==> src/rtl/swb_pkg.sv <==
package swb_pkg;

   typedef enum logic [2:0] {
      PH_IDLE,
      PH_RST_LOW,
      PH_PD_WAIT,
      PH_PD_DRIVE,
      PH_SLOT
   } phase_t;

   typedef enum logic [1:0] {
      CS_WAIT_RST,
      CS_ROM,
      CS_FUNC,
      CS_HALT
   } cmd_state_t;

   localparam logic [7:0] SKIP_SELECT_CODE = 8'hCC;

   function automatic int unsigned max2(input int unsigned a, input int unsigned b);
      return (a > b) ? a : b;
   endfunction

endpackage

==> src/rtl/swb_sync.sv <==
module swb_sync #(
   parameter int unsigned STAGES   = 2,
   parameter bit          MASK_OWN = 1'b1
) (
   input  logic clk,
   input  logic rst_n,
   input  logic line_raw,
   input  logic own_pull,
   output logic line_s,
   output logic fall_ok,
   output logic rise
);

   if (STAGES < 2) begin : g_bad_stages
      $error("swb_sync: STAGES must be at least 2");
   end

   logic [STAGES-1:0] sh;
   logic              prev;
   logic [STAGES:0]   pull_hist;
   logic              quiet;

   always_ff @(posedge clk or negedge rst_n) begin
      if (!rst_n) begin
         sh        <= '1;
         prev      <= 1'b1;
         pull_hist <= '0;
      end else begin
         sh        <= {sh[STAGES-2:0], line_raw};
         prev      <= sh[STAGES-1];
         pull_hist <= {pull_hist[STAGES-1:0], own_pull};
      end
   end

   // Self-caused edges take STAGES+1 cycles to come back through the flops.
   if (MASK_OWN) begin : g_mask
      assign quiet = ~(|pull_hist) & ~own_pull;
   end else begin : g_nomask
      assign quiet = 1'b1;
   end

   assign line_s  = sh[STAGES-1];
   assign fall_ok = prev & ~line_s & quiet;
   assign rise    = ~prev & line_s;

   assert_own_edge_R9: assert property (@(posedge clk) disable iff (!rst_n)
      own_pull |-> !fall_ok);

endmodule

==> src/rtl/swb_timing.sv <==
module swb_timing
   import swb_pkg::*;
#(
   parameter int unsigned RESET_US   = 480,
   parameter int unsigned PD_WAIT_US = 30,
   parameter int unsigned PD_LEN_US  = 120,
   parameter int unsigned SAMPLE_US  = 30,
   parameter int unsigned HOLD_US    = 30
) (
   input  logic clk,
   input  logic rst_n,
   input  logic tick,
   input  logic line_s,
   input  logic fall_ok,
   input  logic rise,
   input  logic drive_req,
   input  logic drive_bit,
   output logic pull,
   output logic bus_rst,
   output logic bit_evt,
   output logic bit_val,
   output logic rd_done
);

   localparam int unsigned SLOT_END = max2(SAMPLE_US, HOLD_US);
   localparam int unsigned CNT_MAX  = max2(max2(PD_WAIT_US, PD_LEN_US), SLOT_END);
   localparam int unsigned CW       = $clog2(CNT_MAX + 1);
   localparam int unsigned LW       = $clog2(RESET_US + 1);

   if (PD_WAIT_US < 1 || PD_LEN_US < 1 || SAMPLE_US < 1 || HOLD_US < 1) begin : g_bad_time
      $error("swb_timing: every delay must be at least one tick");
   end
   if (RESET_US <= PD_LEN_US + SLOT_END) begin : g_bad_reset
      $error("swb_timing: RESET_US must exceed any low time the block creates");
   end

   phase_t        phase;
   logic [CW-1:0] cnt;
   logic [LW-1:0] lowcnt;
   logic          rd_slot;
   logic          rst_hit;

   assign rst_hit = tick & ~line_s & (lowcnt == LW'(RESET_US - 1));

   always_ff @(posedge clk or negedge rst_n) begin
      if (!rst_n) begin
         phase   <= PH_IDLE;
         cnt     <= '0;
         lowcnt  <= '0;
         rd_slot <= 1'b0;
         pull    <= 1'b0;
         bus_rst <= 1'b0;
         bit_evt <= 1'b0;
         bit_val <= 1'b0;
         rd_done <= 1'b0;
      end else begin
         bus_rst <= 1'b0;
         bit_evt <= 1'b0;
         rd_done <= 1'b0;

         if (line_s)
            lowcnt <= '0;
         else if (tick && lowcnt != LW'(RESET_US))
            lowcnt <= lowcnt + 1'b1;

         unique case (phase)
            PH_IDLE: begin
               if (fall_ok) begin
                  phase   <= PH_SLOT;
                  cnt     <= '0;
                  rd_slot <= drive_req;
                  pull    <= drive_req & ~drive_bit;
               end
            end
            PH_RST_LOW: begin
               if (rise) begin
                  phase <= PH_PD_WAIT;
                  cnt   <= '0;
               end
            end
            PH_PD_WAIT: begin
               if (tick) begin
                  if (cnt == CW'(PD_WAIT_US - 1)) begin
                     phase <= PH_PD_DRIVE;
                     cnt   <= '0;
                     pull  <= 1'b1;
                  end else begin
                     cnt <= cnt + 1'b1;
                  end
               end
            end
            PH_PD_DRIVE: begin
               if (tick) begin
                  if (cnt == CW'(PD_LEN_US - 1)) begin
                     phase <= PH_IDLE;
                     pull  <= 1'b0;
                  end else begin
                     cnt <= cnt + 1'b1;
                  end
               end
            end
            PH_SLOT: begin
               if (tick) begin
                  cnt <= cnt + 1'b1;
                  if (cnt == CW'(HOLD_US - 1))
                     pull <= 1'b0;
                  if (cnt == CW'(SAMPLE_US - 1) && !rd_slot) begin
                     bit_evt <= 1'b1;
                     bit_val <= line_s;
                  end
                  if (cnt == CW'(SLOT_END - 1)) begin
                     phase   <= PH_IDLE;
                     rd_done <= rd_slot;
                  end
               end
            end
            default: phase <= PH_IDLE;
         endcase

         // A reset overrides whatever the slot logic chose this cycle.
         if (rst_hit) begin
            phase   <= PH_RST_LOW;
            pull    <= 1'b0;
            bus_rst <= 1'b1;
            bit_evt <= 1'b0;
            rd_done <= 1'b0;
         end
      end
   end

   assert_lowcnt_bound_R1: assert property (@(posedge clk) disable iff (!rst_n)
      lowcnt <= LW'(RESET_US));
   assert_reset_release_R1: assert property (@(posedge clk) disable iff (!rst_n)
      bus_rst |-> (!pull && phase == PH_RST_LOW));
   assert_presence_drive_R2: assert property (@(posedge clk) disable iff (!rst_n)
      phase == PH_PD_DRIVE |-> pull);
   assert_pull_owner_R9: assert property (@(posedge clk) disable iff (!rst_n)
      pull |-> (phase == PH_PD_DRIVE || (phase == PH_SLOT && rd_slot)));
   assert_one_event_R3: assert property (@(posedge clk) disable iff (!rst_n)
      $onehot0({bus_rst, bit_evt, rd_done}));

endmodule

==> src/rtl/swb_bytes.sv <==
module swb_bytes
   import swb_pkg::*;
#(
   parameter int unsigned       DATA_W    = 8,
   parameter logic [DATA_W-1:0] SKIP_CODE = DATA_W'(SKIP_SELECT_CODE)
) (
   input  logic              clk,
   input  logic              rst_n,
   input  logic              bus_rst,
   input  logic              bit_evt,
   input  logic              bit_val,
   input  logic              rd_done,
   input  logic              tx_mode,
   input  logic [DATA_W-1:0] tx_byte,
   output logic              drive_req,
   output logic              drive_bit,
   output logic              func_phase,
   output logic [DATA_W-1:0] rx_byte,
   output logic              rx_strobe,
   output logic              tx_taken
);

   localparam int unsigned BW = $clog2(DATA_W);

   if (DATA_W < 2 || (DATA_W & (DATA_W - 1)) != 0) begin : g_bad_width
      $error("swb_bytes: DATA_W must be a power of two, at least 2");
   end

   cmd_state_t        state;
   logic [BW-1:0]     bitcnt;
   logic [DATA_W-1:0] shreg;
   logic [DATA_W-1:0] nb;
   logic              last;
   logic              take_bit;

   assign nb       = {bit_val, shreg[DATA_W-1:1]};
   assign last     = (bitcnt == BW'(DATA_W - 1));
   assign take_bit = bit_evt & (state == CS_ROM || state == CS_FUNC);

   always_ff @(posedge clk or negedge rst_n) begin
      if (!rst_n) begin
         state     <= CS_WAIT_RST;
         bitcnt    <= '0;
         shreg     <= '0;
         rx_byte   <= '0;
         rx_strobe <= 1'b0;
         tx_taken  <= 1'b0;
      end else begin
         rx_strobe <= 1'b0;
         tx_taken  <= 1'b0;
         if (bus_rst) begin
            state  <= CS_ROM;
            bitcnt <= '0;
            shreg  <= '0;
         end else if (take_bit) begin
            shreg  <= nb;
            bitcnt <= bitcnt + 1'b1;
            if (last) begin
               if (state == CS_ROM) begin
                  state <= (nb == SKIP_CODE) ? CS_FUNC : CS_HALT;
               end else begin
                  rx_byte   <= nb;
                  rx_strobe <= 1'b1;
               end
            end
         end else if (rd_done && state == CS_FUNC) begin
            bitcnt <= bitcnt + 1'b1;
            if (last)
               tx_taken <= 1'b1;
         end
      end
   end

   assign func_phase = (state == CS_FUNC);
   assign drive_req  = func_phase & tx_mode;
   assign drive_bit  = tx_byte[bitcnt];

   assert_clear_on_reset_R8: assert property (@(posedge clk) disable iff (!rst_n)
      $past(bus_rst) |-> (bitcnt == '0 && state == CS_ROM));
   assert_rx_in_func_R6: assert property (@(posedge clk) disable iff (!rst_n)
      rx_strobe |-> func_phase);
   assert_taken_in_func_R10: assert property (@(posedge clk) disable iff (!rst_n)
      tx_taken |-> func_phase);
   assert_halt_sticky_R7: assert property (@(posedge clk) disable iff (!rst_n)
      (state == CS_HALT && !bus_rst) |=> state == CS_HALT);

endmodule

==> src/rtl/swb_slave.sv <==
module swb_slave
   import swb_pkg::*;
#(
   parameter int unsigned DATA_W      = 8,
   parameter int unsigned SYNC_STAGES = 2,
   parameter bit          MASK_OWN    = 1'b1,
   parameter int unsigned RESET_US    = 480,
   parameter int unsigned PD_WAIT_US  = 30,
   parameter int unsigned PD_LEN_US   = 120,
   parameter int unsigned SAMPLE_US   = 30,
   parameter int unsigned HOLD_US     = 30
) (
   input  logic              clk,
   input  logic              rst_n,
   input  logic              tick_us,
   input  logic              line_in,
   output logic              line_pull,
   output logic              func_phase,
   input  logic              tx_mode,
   input  logic [DATA_W-1:0] tx_byte,
   output logic [DATA_W-1:0] rx_byte,
   output logic              rx_strobe,
   output logic              tx_taken
);

   logic line_s, fall_ok, rise;
   logic bus_rst, bit_evt, bit_val, rd_done;
   logic drive_req, drive_bit;

   swb_sync #(.STAGES(SYNC_STAGES), .MASK_OWN(MASK_OWN)) u_sync (
      .clk      (clk),
      .rst_n    (rst_n),
      .line_raw (line_in),
      .own_pull (line_pull),
      .line_s   (line_s),
      .fall_ok  (fall_ok),
      .rise     (rise)
   );

   swb_timing #(
      .RESET_US   (RESET_US),
      .PD_WAIT_US (PD_WAIT_US),
      .PD_LEN_US  (PD_LEN_US),
      .SAMPLE_US  (SAMPLE_US),
      .HOLD_US    (HOLD_US)
   ) u_timing (
      .clk       (clk),
      .rst_n     (rst_n),
      .tick      (tick_us),
      .line_s    (line_s),
      .fall_ok   (fall_ok),
      .rise      (rise),
      .drive_req (drive_req),
      .drive_bit (drive_bit),
      .pull      (line_pull),
      .bus_rst   (bus_rst),
      .bit_evt   (bit_evt),
      .bit_val   (bit_val),
      .rd_done   (rd_done)
   );

   swb_bytes #(.DATA_W(DATA_W)) u_bytes (
      .clk        (clk),
      .rst_n      (rst_n),
      .bus_rst    (bus_rst),
      .bit_evt    (bit_evt),
      .bit_val    (bit_val),
      .rd_done    (rd_done),
      .tx_mode    (tx_mode),
      .tx_byte    (tx_byte),
      .drive_req  (drive_req),
      .drive_bit  (drive_bit),
      .func_phase (func_phase),
      .rx_byte    (rx_byte),
      .rx_strobe  (rx_strobe),
      .tx_taken   (tx_taken)
   );

endmodule

==> config.mk <==
export PLATFORM = sky130hd
export DESIGN_NAME = swb_slave
export DESIGN_NICKNAME = d
export VERILOG_FILES = /design/src/rtl/swb_pkg.sv /design/src/rtl/swb_sync.sv /design/src/rtl/swb_timing.sv /design/src/rtl/swb_bytes.sv /design/src/rtl/swb_slave.sv
export SDC_FILE = /design/constraint.sdc
export NUM_CORES = 1
export LEC_CHECK = 0
export BUFFER_PORTS_ARGS = -buffer_cell sky130_fd_sc_hd__buf_2
export CAP_MARGIN = 20
export CORE_MARGIN = 8
export CORE_UTILIZATION = 39
export DETAILED_ROUTE_END_ITERATION = 16
export SLEW_MARGIN = 40
export SYNTH_ARGS = -nofsm -noshare
export SYNTH_HDL_FRONTEND = slang
export SYNTH_SLANG_ARGS = --single-unit
==> constraint.sdc <==
create_clock -name clk -period 4.7 [get_ports clk]
set_input_delay 0.705 -clock clk [delete_from_list [all_inputs] [get_ports clk]]
set_output_delay 0.705 -clock clk [all_outputs]
set_load 0.05 [all_outputs]
==> run_summary.xml, run 1 <==
<?xml version="1.0" encoding="UTF-8"?>
<metrics>
  <group name="synth">
    <metric name="synth_common_cells" unit="">dfrtp_1, nand2_1, nor2_1</metric>
    <metric name="seq_cells_post_synth" unit="">53</metric>
    <metric name="synth.lib_cells_used.distinct" unit="">44</metric>
    <metric name="synth-async-reset-ratio" unit="%">100.0</metric>
    <metric name="synth_edf_count" unit="">0</metric>
    <metric name="biggest_area_contributors_in_the_synthesized_netlist" unit="">dfrtp_1, mux2_1, ha_1, nand2_1, nor2_1</metric>
    <metric name="synthCells" unit="">249</metric>
    <metric name="yosys.cell_count.top_type" unit="">dfrtp_1</metric>
    <metric name="most_instantiated_flip_flop_cell_in_the_synthesis_netlist" unit="">dfrtp_1</metric>
    <metric name="synth_fp_nets" unit="">270</metric>
    <metric name="synth_top_area_share" unit="%">47.53</metric>
    <metric name="post-synth-top-area-cell" unit="">dfrtp_1</metric>
    <metric name="mappedNetlistArea" unit="mm2">0.002633</metric>
    <metric name="synth-seq-area-share" unit="%">50.52</metric>
    <metric name="syn_avg_cell_area" unit="um2">10.57</metric>
    <metric name="synthesis.yosys.warnings" unit="">0</metric>
  </group>
  <group name="cts">
    <metric name="cts_post_setup_buffers_inserted" unit="">0</metric>
    <metric name="numClockSinks" unit="">53</metric>
    <metric name="path_clk_slew" unit="ns">0.10</metric>
    <metric name="post_cts.resized_instances" unit="">0</metric>
    <metric name="cts_hold_buf" unit="">0</metric>
    <metric name="cts.path.max_buffers" unit="">2</metric>
    <metric name="clock_insertion_delay_worst_skew" unit="ns">0.31</metric>
    <metric name="clk_root_buffer_cell" unit="">clkbuf_8</metric>
    <metric name="cts_max_level" unit="">2</metric>
    <metric name="cts_inserted_buffers" unit="">5</metric>
    <metric name="cts_tree" unit="">built</metric>
  </group>
  <group name="detailed_routing">
    <metric name="route.layer.met1.wl" unit="mm">2.396</metric>
    <metric name="first_pass_iters" unit="">4</metric>
    <metric name="routedWlPerCell" unit="um">14.36</metric>
    <metric name="ant_nets" unit="">0</metric>
    <metric name="wl_met2" unit="mm">2.346</metric>
    <metric name="vias_per_cell" unit="">5.440</metric>
    <metric name="vias" unit="">1904</metric>
    <metric name="routed_wirelength" unit="mm">5.026</metric>
    <metric name="initialDrtViolationCount" unit="">64</metric>
    <metric name="met3WireLength" unit="um">232</metric>
    <metric name="detail_route.drc_violations" unit="">0</metric>
    <metric name="topRoutingLayerUsed" unit="">met4</metric>
  </group>
  <group name="sta">
    <metric name="finalCriticalPeriod" unit="ns">2.199</metric>
    <metric name="setup_viol" unit="">0</metric>
    <metric name="rsz0062_at_grt" unit="">no</metric>
    <metric name="setup-tns-final" unit="ns">0</metric>
    <metric name="worst_clock_skew" unit="ns">0.01102</metric>
    <metric name="setup_ws" unit="ns">2.501</metric>
    <metric name="slew_at_the_pin_closest_to_its_max_slew_limit" unit="ns">0.6693</metric>
    <metric name="holdWs" unit="ns">0.3600</metric>
    <metric name="timing.max_slew.rel_slack" unit="%">55.01</metric>
    <metric name="finalHoldViolations" unit="">0</metric>
    <metric name="clock.fmax" unit="MHz">454.8</metric>
    <metric name="final_max_slew_viol_count" unit="">0</metric>
    <metric name="min_period_over_period" unit="%">46.78</metric>
  </group>
  <group name="global_route">
    <metric name="largest_net_degree_at_the_start_of_global_routing" unit="">54</metric>
    <metric name="grt_overflow" unit="">0</metric>
    <metric name="total_routing_usage_reported_by_global_routing" unit="%">11.04</metric>
    <metric name="grt_pass1_vias" unit="">1884</metric>
    <metric name="grt_antenna_before_repair" unit="">0</metric>
    <metric name="grt_first_pass_wirelength" unit="mm">9.004</metric>
  </group>
  <group name="floorplan">
    <metric name="row_count" unit="">30</metric>
    <metric name="core" unit="mm2">0.006681</metric>
    <metric name="die_x_extent" unit="um">98.16</metric>
    <metric name="die-area" unit="mm2">0.009635</metric>
    <metric name="initial_core_util" unit="%">39.40</metric>
    <metric name="die_height" unit="um">98.16</metric>
    <metric name="ports" unit="">25</metric>
  </group>
  <group name="min_path">
    <metric name="hold_class" unit="">reg2reg</metric>
  </group>
  <group name="placement">
    <metric name="final_estimated_routing_congestion_in_global_placement" unit="">0.8049</metric>
    <metric name="place.port_buffers" unit="">24</metric>
    <metric name="pre_cts_slack" unit="ns">2.502</metric>
    <metric name="detailedPlacementHpwl" unit="mm">3.608</metric>
    <metric name="dpl_cell_area" unit="mm2">0.002810</metric>
    <metric name="numPlacedInstances" unit="">342</metric>
  </group>
  <group name="finish">
    <metric name="syn2layout_area_growth" unit="%">10.31</metric>
    <metric name="fin_area" unit="mm2">0.002904</metric>
    <metric name="stdcell_count" unit="">350</metric>
    <metric name="insertedDiodeCount" unit="">0</metric>
    <metric name="layout-drive-gt1-share" unit="%">15.19</metric>
    <metric name="finished_core_util" unit="%">43.46</metric>
    <metric name="num-nets-final" unit="">290</metric>
  </group>
  <group name="setup_path">
    <metric name="timing_worst_setup_path_type" unit="">reg2reg</metric>
    <metric name="critical_path_required_time" unit="ns">4.89</metric>
    <metric name="cp_capture_type" unit="">register</metric>
    <metric name="critPathArrivalTime" unit="ns">2.39</metric>
    <metric name="worstPathMaxFanout" unit="">11</metric>
    <metric name="critical_path.startpoint_type" unit="">register</metric>
  </group>
  <group name="pwr">
    <metric name="power_leakage" unit="nW">1.367</metric>
    <metric name="power.density" unit="mW/mm2">382.9</metric>
    <metric name="post_layout_total_power" unit="mW">1.112</metric>
    <metric name="maximum_ir_drop_on_the_vdd_rail" unit="mV">0.1463</metric>
  </group>
  <group name="flow_run">
    <metric name="max_cap_viol_count" unit="">0</metric>
  </group>
  <group name="status">
    <metric name="outcome" unit="">finished clean</metric>
  </group>
</metrics>
==> critical path: stages (launching register included) <==
cell,delay [ns]
dfrtp_1,0.39
inv_1,0.05
ha_1,0.29
nand2b_1,0.33
nor3_2,0.63
mux2_1,0.38
==> registers in the layout (all words and copies together) (netlist names), 2 cells and up <==
| name | flops |
|---|---|
| u_bytes.state | 2 |
| u_bytes.bitcnt | 3 |
| u_timing.lowcnt | 9 |
| u_bytes.rx_byte | 8 |
| u_timing.cnt | 7 |
| u_sync.pull_hist | 3 |
| u_timing.phase | 3 |
| u_bytes.shreg | 7 |
| u_sync.sh | 2 |
==> layout by cell type (no fill, tap or decap), drive strengths merged, types with 6 or more instances in the layout <==
master and instances:
a21oi 15, buf 25, dfrtp 50, ha 8
inv 10, mux2 11, mux2i 8, nand2 25
nand3 9, nand4 8, nor2 23, xor2 6
==> cell families (layout without fill, tap and decap cells) <==
| group | Yosys count | count (layout) | share of synthesized area [%] |
|---|---|---|---|
| compound gates | 40 | 40 | 11.03 |
| simple gates | 98 | 98 | 19.87 |
| flops | 53 | 53 | 50.52 |
| buf+inv | 21 | 42 | 3.184 |
| mux | 20 | 20 | 8.603 |
| fa+ha+maj | 8 | 8 | 3.802 |
| xor+xnor | 9 | 9 | 2.994 |
==> area by class of cell <==
class / count / area (um2)
clock buffers: 5 / 68.82
clock inverters: 3 / 25.02
fillers: 633 / 3777
inverters: 9 / 33.78
multi-input cells: 175 / 1219
flip-flops and latches: 53 / 1330
well taps: 80 / 100.1
repair buffers: 25 / 127.6
==> worst paths after layout <==
path,from,endpoint,slack [ns],cells after the start
min in group asynchronous,rst_n,u_timing.cnt[2],0.51,2
max reg2reg,u_bytes.state[0],u_bytes.rx_byte[0],2.50,5
min reg2reg,u_sync.sh[0],u_sync.sh[1],0.36,0
min,u_sync.sh[0],u_sync.sh[1],0.36,0
max in group asynchronous,rst_n,u_timing.lowcnt[6],3.76,2
max,u_bytes.state[0],u_bytes.rx_byte[0],2.50,5
==> power by group <==
group | internal, mW | leakage (nW) | switching, mW
Clock | 0.108 | 0.0447 | 0.154
Combinational | 0.115 | 0.605 | 0.180
Sequential | 0.496 | 0.716 | 0.0596
==> routing by layer <==
| layer | vias to the layer above | track usage (%) |
|---|---|---|
| met1 | 945 | 14.33 |
| met4 | 0 | 2.834 |
| met5 | - | 0 |
| met3 | 5 | 3.201 |
| li1 | 925 | - |
| met2 | 29 | 17.54 |
(Power assumes the default switching activity.)
==> run 2: changes to the inputs <==
Clock period 4.7 ns to 2.2 ns, I/O delays scaled along.
==> run_summary.xml, run 2 (synthesis results as in run 1) <==
<?xml version="1.0" encoding="UTF-8"?>
<metrics>
  <group name="finish">
    <metric name="layout.cells.most_common" unit="">dfrtp_1</metric>
    <metric name="finished_core_util" unit="%">44.48</metric>
    <metric name="top_regs" unit="">u_timing.lowcnt (9), u_bytes.rx_byte (8)</metric>
    <metric name="seq_area" unit="mm2">0.001330</metric>
    <metric name="insertedDiodeCount" unit="">0</metric>
    <metric name="fillers" unit="">645</metric>
    <metric name="layout-drive-gt1-share" unit="%">16.97</metric>
    <metric name="multiInputGateArea" unit="mm2">0.001219</metric>
    <metric name="final_cell_mix" unit="">dfrtp_1, nand2_1, buf_2</metric>
    <metric name="num-nets-final" unit="">297</metric>
    <metric name="largest-register" unit="">u_timing.lowcnt</metric>
    <metric name="syn2layout_area_growth" unit="%">12.88</metric>
    <metric name="largest_reg_flops" unit="">9</metric>
    <metric name="fin_area" unit="mm2">0.002972</metric>
  </group>
  <group name="sta">
    <metric name="setup_viol" unit="">0</metric>
    <metric name="slew_at_the_pin_closest_to_its_max_slew_limit" unit="ns">0.5230</metric>
    <metric name="min_period_over_period" unit="%">86.90</metric>
    <metric name="worst_clock_skew" unit="ns">0.005547</metric>
    <metric name="final_max_slew_viol_count" unit="">0</metric>
    <metric name="setup-tns-final" unit="ns">0</metric>
    <metric name="finalCriticalPeriod" unit="ns">1.912</metric>
    <metric name="timing.max_slew.rel_slack" unit="%">65.14</metric>
    <metric name="finalHoldViolations" unit="">0</metric>
    <metric name="rsz0062_at_grt" unit="">no</metric>
    <metric name="holdWs" unit="ns">0.1115</metric>
    <metric name="clock.fmax" unit="MHz">523.1</metric>
  </group>
  <group name="detailed_routing">
    <metric name="first_pass_iters" unit="">6</metric>
    <metric name="detail_route.drc_violations" unit="">0</metric>
    <metric name="routed_wirelength" unit="mm">5.067</metric>
    <metric name="vias_per_cell" unit="">5.308</metric>
    <metric name="vias" unit="">1895</metric>
    <metric name="routedWlPerCell" unit="um">14.19</metric>
    <metric name="initialDrtViolationCount" unit="">81</metric>
    <metric name="ant_nets" unit="">0</metric>
  </group>
  <group name="cts">
    <metric name="path_clk_slew" unit="ns">0.09</metric>
    <metric name="cts_inserted_buffers" unit="">5</metric>
    <metric name="cts_tree" unit="">built</metric>
    <metric name="clk_root_buffer_cell" unit="">clkbuf_8</metric>
    <metric name="numClockSinks" unit="">53</metric>
    <metric name="cts_max_level" unit="">2</metric>
    <metric name="clock_insertion_delay_worst_skew" unit="ns">0.31</metric>
    <metric name="cts.path.max_buffers" unit="">2</metric>
    <metric name="cts_post_setup_buffers_inserted" unit="">0</metric>
  </group>
  <group name="setup_path">
    <metric name="critical_path_required_time" unit="ns">2.40</metric>
    <metric name="worstPathMaxFanout" unit="">7</metric>
    <metric name="critPathArrivalTime" unit="ns">2.11</metric>
    <metric name="critical-path-top-delay-family" unit="">flip-flops</metric>
    <metric name="cp_capture_type" unit="">register</metric>
    <metric name="critical_path.cell_chain" unit="">nor4b_2, a211o_1, a21o_1, and2_1, mux2_1</metric>
    <metric name="critical_path.startpoint_type" unit="">register</metric>
    <metric name="cell_with_the_biggest_individual_delay_on_the_critical_path" unit="">dfstp_2</metric>
    <metric name="critPathMaxStageDelay" unit="ns">0.55</metric>
    <metric name="timing_worst_setup_path_type" unit="">reg2reg</metric>
    <metric name="path_buf_inv" unit="">0</metric>
  </group>
  <group name="placement">
    <metric name="dpl_cell_area" unit="mm2">0.002868</metric>
    <metric name="final_estimated_routing_congestion_in_global_placement" unit="">0.8028</metric>
    <metric name="detailedPlacementHpwl" unit="mm">3.688</metric>
    <metric name="place.port_buffers" unit="">24</metric>
  </group>
  <group name="global_route">
    <metric name="largest_net_degree_at_the_start_of_global_routing" unit="">33</metric>
    <metric name="total_routing_usage_reported_by_global_routing" unit="%">11.51</metric>
    <metric name="grt_first_pass_wirelength" unit="mm">9.232</metric>
    <metric name="grt_overflow" unit="">0</metric>
    <metric name="grt_antenna_before_repair" unit="">0</metric>
    <metric name="grt_pass1_vias" unit="">1953</metric>
  </group>
  <group name="flow_run">
    <metric name="max_cap_viol_count" unit="">0</metric>
  </group>
  <group name="floorplan">
    <metric name="die_x_extent" unit="um">98.16</metric>
    <metric name="die-area" unit="mm2">0.009635</metric>
    <metric name="row_count" unit="">30</metric>
    <metric name="initial_core_util" unit="%">39.40</metric>
    <metric name="ports" unit="">25</metric>
    <metric name="die_height" unit="um">98.16</metric>
    <metric name="core" unit="mm2">0.006681</metric>
  </group>
  <group name="min_path">
    <metric name="hold_class" unit="">in2reg</metric>
  </group>
  <group name="pwr">
    <metric name="power_leakage" unit="nW">1.406</metric>
    <metric name="maximum_ir_drop_on_the_vdd_rail" unit="mV">0.3359</metric>
    <metric name="post_layout_total_power" unit="mW">2.394</metric>
    <metric name="power.density" unit="mW/mm2">805.5</metric>
  </group>
  <group name="status">
    <metric name="outcome" unit="">finished clean</metric>
  </group>
</metrics>
==> run 2: changes by cell type in the layout (fill, tap and decap cells not counted), sizes merged <==
cell,before,now
clkinv,1,0
inv,10,11
dlygate4sd3,0,1
buf,25,31
==> run 2: path summary, 6_finish.rpt <==
path	endpoint	slack (ns)	cells past startpoint	from
min in group asynchronous	u_bytes.bitcnt[2]	0.53	2	rst_n
max reg2reg	u_timing.cnt[1]	0.29	5	u_sync.prev
max	u_timing.cnt[1]	0.29	5	u_sync.prev
max in group asynchronous	u_sync.pull_hist[2]	1.14	3	rst_n
min	u_sync.sh[0]	0.11	1	line_in
min reg2reg	u_sync.sh[1]	0.36	0	u_sync.sh[0]
==> run 2: layer usage <==
layer	track usage (%)	part of all wire, %	vias to the layer above
met5	0	0	-
met3	3.841	5.4	4
li1	-	-	944
met2	18.65	45	32
met4	3.542	1.0	0
met1	14.12	49	915
==> run 2: where the power goes <==
| part | internal, mW | switching [mW] | total [mW] |
|---|---|---|---|
| clock | 0.233 | 0.341 | 0.573 |
| combinational | 0.262 | 0.399 | 0.660 |
| sequential | 1.06 | 0.100 | 1.16 |
| total | 1.55 | 0.840 | 2.39 |
==> run 2: layout make-up <==
cell class	instances	share of cell area (%)
Sequential cell	53	44.76
Inverter	9	1.137
Timing Repair Buffer	32	6.568
Clock buffer	5	2.316
Tap cell	80	3.368
Clock inverter	3	0.8421
Multi-Input combinational cell	175	41.01
==> run 2: stage by stage <==
stage               setup slack, ns  cells
CTS                          0.2839    357
global route                 0.1875    357
floorplan                    0.2903    249
finish                       0.2883    357
global placement             0.3365    348
detailed placement           0.3025    348
==> run 2: timing repair <==
item                                    in CTS  in global routing
endpoints found under the setup margin       0                  0
resized for setup                            0                  0
hold endpoints to repair                    18                  0
hold buffers                                 1                  0
==> run 3: changes to the inputs <==
Settings changed: RECOVER_POWER set to 50.
==> run_summary.xml, run 3 (synthesis results as in run 1) <==
<?xml version="1.0" encoding="UTF-8"?>
<metrics>
  <group name="detailed_routing">
    <metric name="routed_wirelength" unit="mm">5.051</metric>
    <metric name="initialDrtViolationCount" unit="">81</metric>
    <metric name="routedWlPerCell" unit="um">14.15</metric>
    <metric name="vias" unit="">1892</metric>
    <metric name="vias_per_cell" unit="">5.300</metric>
    <metric name="first_pass_iters" unit="">4</metric>
    <metric name="detail_route.drc_violations" unit="">0</metric>
    <metric name="ant_nets" unit="">0</metric>
  </group>
  <group name="pwr">
    <metric name="maximum_ir_drop_on_the_vdd_rail" unit="mV">0.3358</metric>
    <metric name="power_leakage" unit="nW">1.399</metric>
    <metric name="power.density" unit="mW/mm2">806.1</metric>
  </group>
  <group name="sta">
    <metric name="final_max_slew_viol_count" unit="">0</metric>
    <metric name="setup_ws" unit="ns">0.2881</metric>
    <metric name="clock.fmax" unit="MHz">523.0</metric>
    <metric name="rsz0062_at_grt" unit="">no</metric>
    <metric name="setup_viol" unit="">0</metric>
    <metric name="worst_clock_skew" unit="ns">0.005560</metric>
    <metric name="finalCriticalPeriod" unit="ns">1.912</metric>
    <metric name="slew_at_the_pin_closest_to_its_max_slew_limit" unit="ns">1.263</metric>
    <metric name="setup-tns-final" unit="ns">0</metric>
    <metric name="timing.max_slew.rel_slack" unit="%">15.79</metric>
    <metric name="min_period_over_period" unit="%">86.90</metric>
    <metric name="finalHoldViolations" unit="">0</metric>
  </group>
  <group name="setup_path">
    <metric name="critical_path.reg2reg.startpoint" unit="">u_sync.prev</metric>
    <metric name="critical_path.startpoint_type" unit="">register</metric>
    <metric name="critical_path_required_time" unit="ns">2.40</metric>
    <metric name="startpoint" unit="">u_sync.prev</metric>
    <metric name="cp_capture_type" unit="">register</metric>
    <metric name="critPathArrivalTime" unit="ns">2.11</metric>
    <metric name="worstPathMaxFanout" unit="">7</metric>
    <metric name="timing_worst_setup_path_type" unit="">reg2reg</metric>
  </group>
  <group name="status">
    <metric name="outcome" unit="">finished clean</metric>
  </group>
  <group name="floorplan">
    <metric name="die-area" unit="mm2">0.009635</metric>
    <metric name="ports" unit="">25</metric>
    <metric name="initial_core_util" unit="%">39.40</metric>
    <metric name="die_x_extent" unit="um">98.16</metric>
    <metric name="core" unit="mm2">0.006681</metric>
    <metric name="row_count" unit="">30</metric>
    <metric name="die_height" unit="um">98.16</metric>
  </group>
  <group name="cts">
    <metric name="cts.path.max_buffers" unit="">2</metric>
    <metric name="path_clk_slew" unit="ns">0.10</metric>
    <metric name="clk_root_buffer_cell" unit="">clkbuf_8</metric>
    <metric name="clock_insertion_delay_worst_skew" unit="ns">0.31</metric>
    <metric name="cts_max_level" unit="">2</metric>
    <metric name="cts_post_setup_buffers_inserted" unit="">0</metric>
    <metric name="numClockSinks" unit="">53</metric>
    <metric name="cts_inserted_buffers" unit="">5</metric>
    <metric name="cts_tree" unit="">built</metric>
  </group>
  <group name="finish">
    <metric name="fin_area" unit="mm2">0.002967</metric>
    <metric name="fillers" unit="">647</metric>
    <metric name="layout-drive-gt1-share" unit="%">15.88</metric>
    <metric name="multiInputGateArea" unit="mm2">0.001219</metric>
    <metric name="largest_reg_flops" unit="">9</metric>
    <metric name="seq_area" unit="mm2">0.001330</metric>
    <metric name="top_regs" unit="">u_timing.lowcnt (9), u_bytes.rx_byte (8)</metric>
    <metric name="final_cell_mix" unit="">dfrtp_1, nand2_1, nor2_1, buf_2, a21oi_1</metric>
    <metric name="insertedDiodeCount" unit="">0</metric>
    <metric name="largest-register" unit="">u_timing.lowcnt</metric>
    <metric name="layout.cells.most_common" unit="">dfrtp_1</metric>
    <metric name="syn2layout_area_growth" unit="%">12.69</metric>
    <metric name="num-nets-final" unit="">297</metric>
  </group>
  <group name="global_route">
    <metric name="grt_pass1_vias" unit="">1953</metric>
    <metric name="largest_net_degree_at_the_start_of_global_routing" unit="">33</metric>
    <metric name="grt_overflow" unit="">0</metric>
    <metric name="grt_first_pass_wirelength" unit="mm">9.232</metric>
    <metric name="grt_antenna_before_repair" unit="">0</metric>
    <metric name="total_routing_usage_reported_by_global_routing" unit="%">11.51</metric>
  </group>
  <group name="flow_run">
    <metric name="max_cap_viol_count" unit="">0</metric>
  </group>
  <group name="placement">
    <metric name="final_estimated_routing_congestion_in_global_placement" unit="">0.8028</metric>
    <metric name="pre_cts_slack" unit="ns">0.3025</metric>
    <metric name="dpl_cell_area" unit="mm2">0.002868</metric>
    <metric name="detailedPlacementHpwl" unit="mm">3.688</metric>
    <metric name="place.port_buffers" unit="">24</metric>
  </group>
  <group name="min_path">
    <metric name="hold_class" unit="">in2reg</metric>
    <metric name="hold_path_startpoint" unit="">line_in</metric>
  </group>
</metrics>
run 3: cell types whose count changed in the layout (fill, tap and decap cells not counted):
cell      delta
clkbuf_1     +2
dfstp_1      +1
dfstp_2      -1
buf_2        -1
buf_4        -1
run 3: critical path: stages, from the launching register on:
cell,delay [ns]
dfstp_2,0.55
nor4b_2,0.29
a211o_1,0.18
a21o_1,0.22
and2_1,0.23
mux2_1,0.33
run 3: report_power, final:
group          switching [mW]  total, mW  internal (mW)
clock                   0.341      0.573          0.233
combinational           0.398      0.659          0.261
sequential              0.100       1.16           1.06
run 3: path summary, 6_finish.rpt:
path                       cells past startpoint             endpoint  slack [ns]
setup reg to reg                               5      u_timing.cnt[1]        0.29
max in group asynchronous                      3  u_sync.pull_hist[2]        0.62
hold / removal                                 1         u_sync.sh[0]        0.11
min in group asynchronous                      2    u_bytes.bitcnt[2]        0.81
setup / recovery                               5      u_timing.cnt[1]        0.29
hold reg to reg                                0         u_sync.sh[1]        0.37
run 3: timing repair:
item / CTS / global route
gates resized for setup: 0 / 0
endpoints found under the hold margin: 18 / 0
hold buffers: 1 / 0
run 3: metrics by stage:
stage | power [mW] | util, % | instances | hold slack, ns
3_5_place_dp | 1.838 | 42.92 | 348 | 0.3415
3_3_place_gp | 1.833 | 42.92 | 348 | 0.3353
6_report | 2.391 | 44.40 | 357 | 0.1118
2_1_floorplan | 1.677 | - | 249 | 0.03441
4_1_cts | 2.439 | 44.48 | 357 | 0.09332
5_1_grt | 2.557 | 44.40 | 357 | 0.08814
run 3: area by class of cell:
type	count	area share, %
clock buffers	5	2.320
clock inverters	3	0.8435
inverters	9	1.139
multi-input cells	175	41.08
flip-flops and latches	53	44.83
well taps	80	3.374
repair buffers	32	6.411
run 3: layer usage:
metal  GRT usage, %  wire, um  vias to the layer above  share of wire (%)
li1               -         -                      945                  -
met1          14.12      2457                      908                 49
met2          18.65      2267                       35                 45
met3          3.841       276                        4                5.5
met4          3.542        49                        0               0.97
met5              0         0                        -                  0
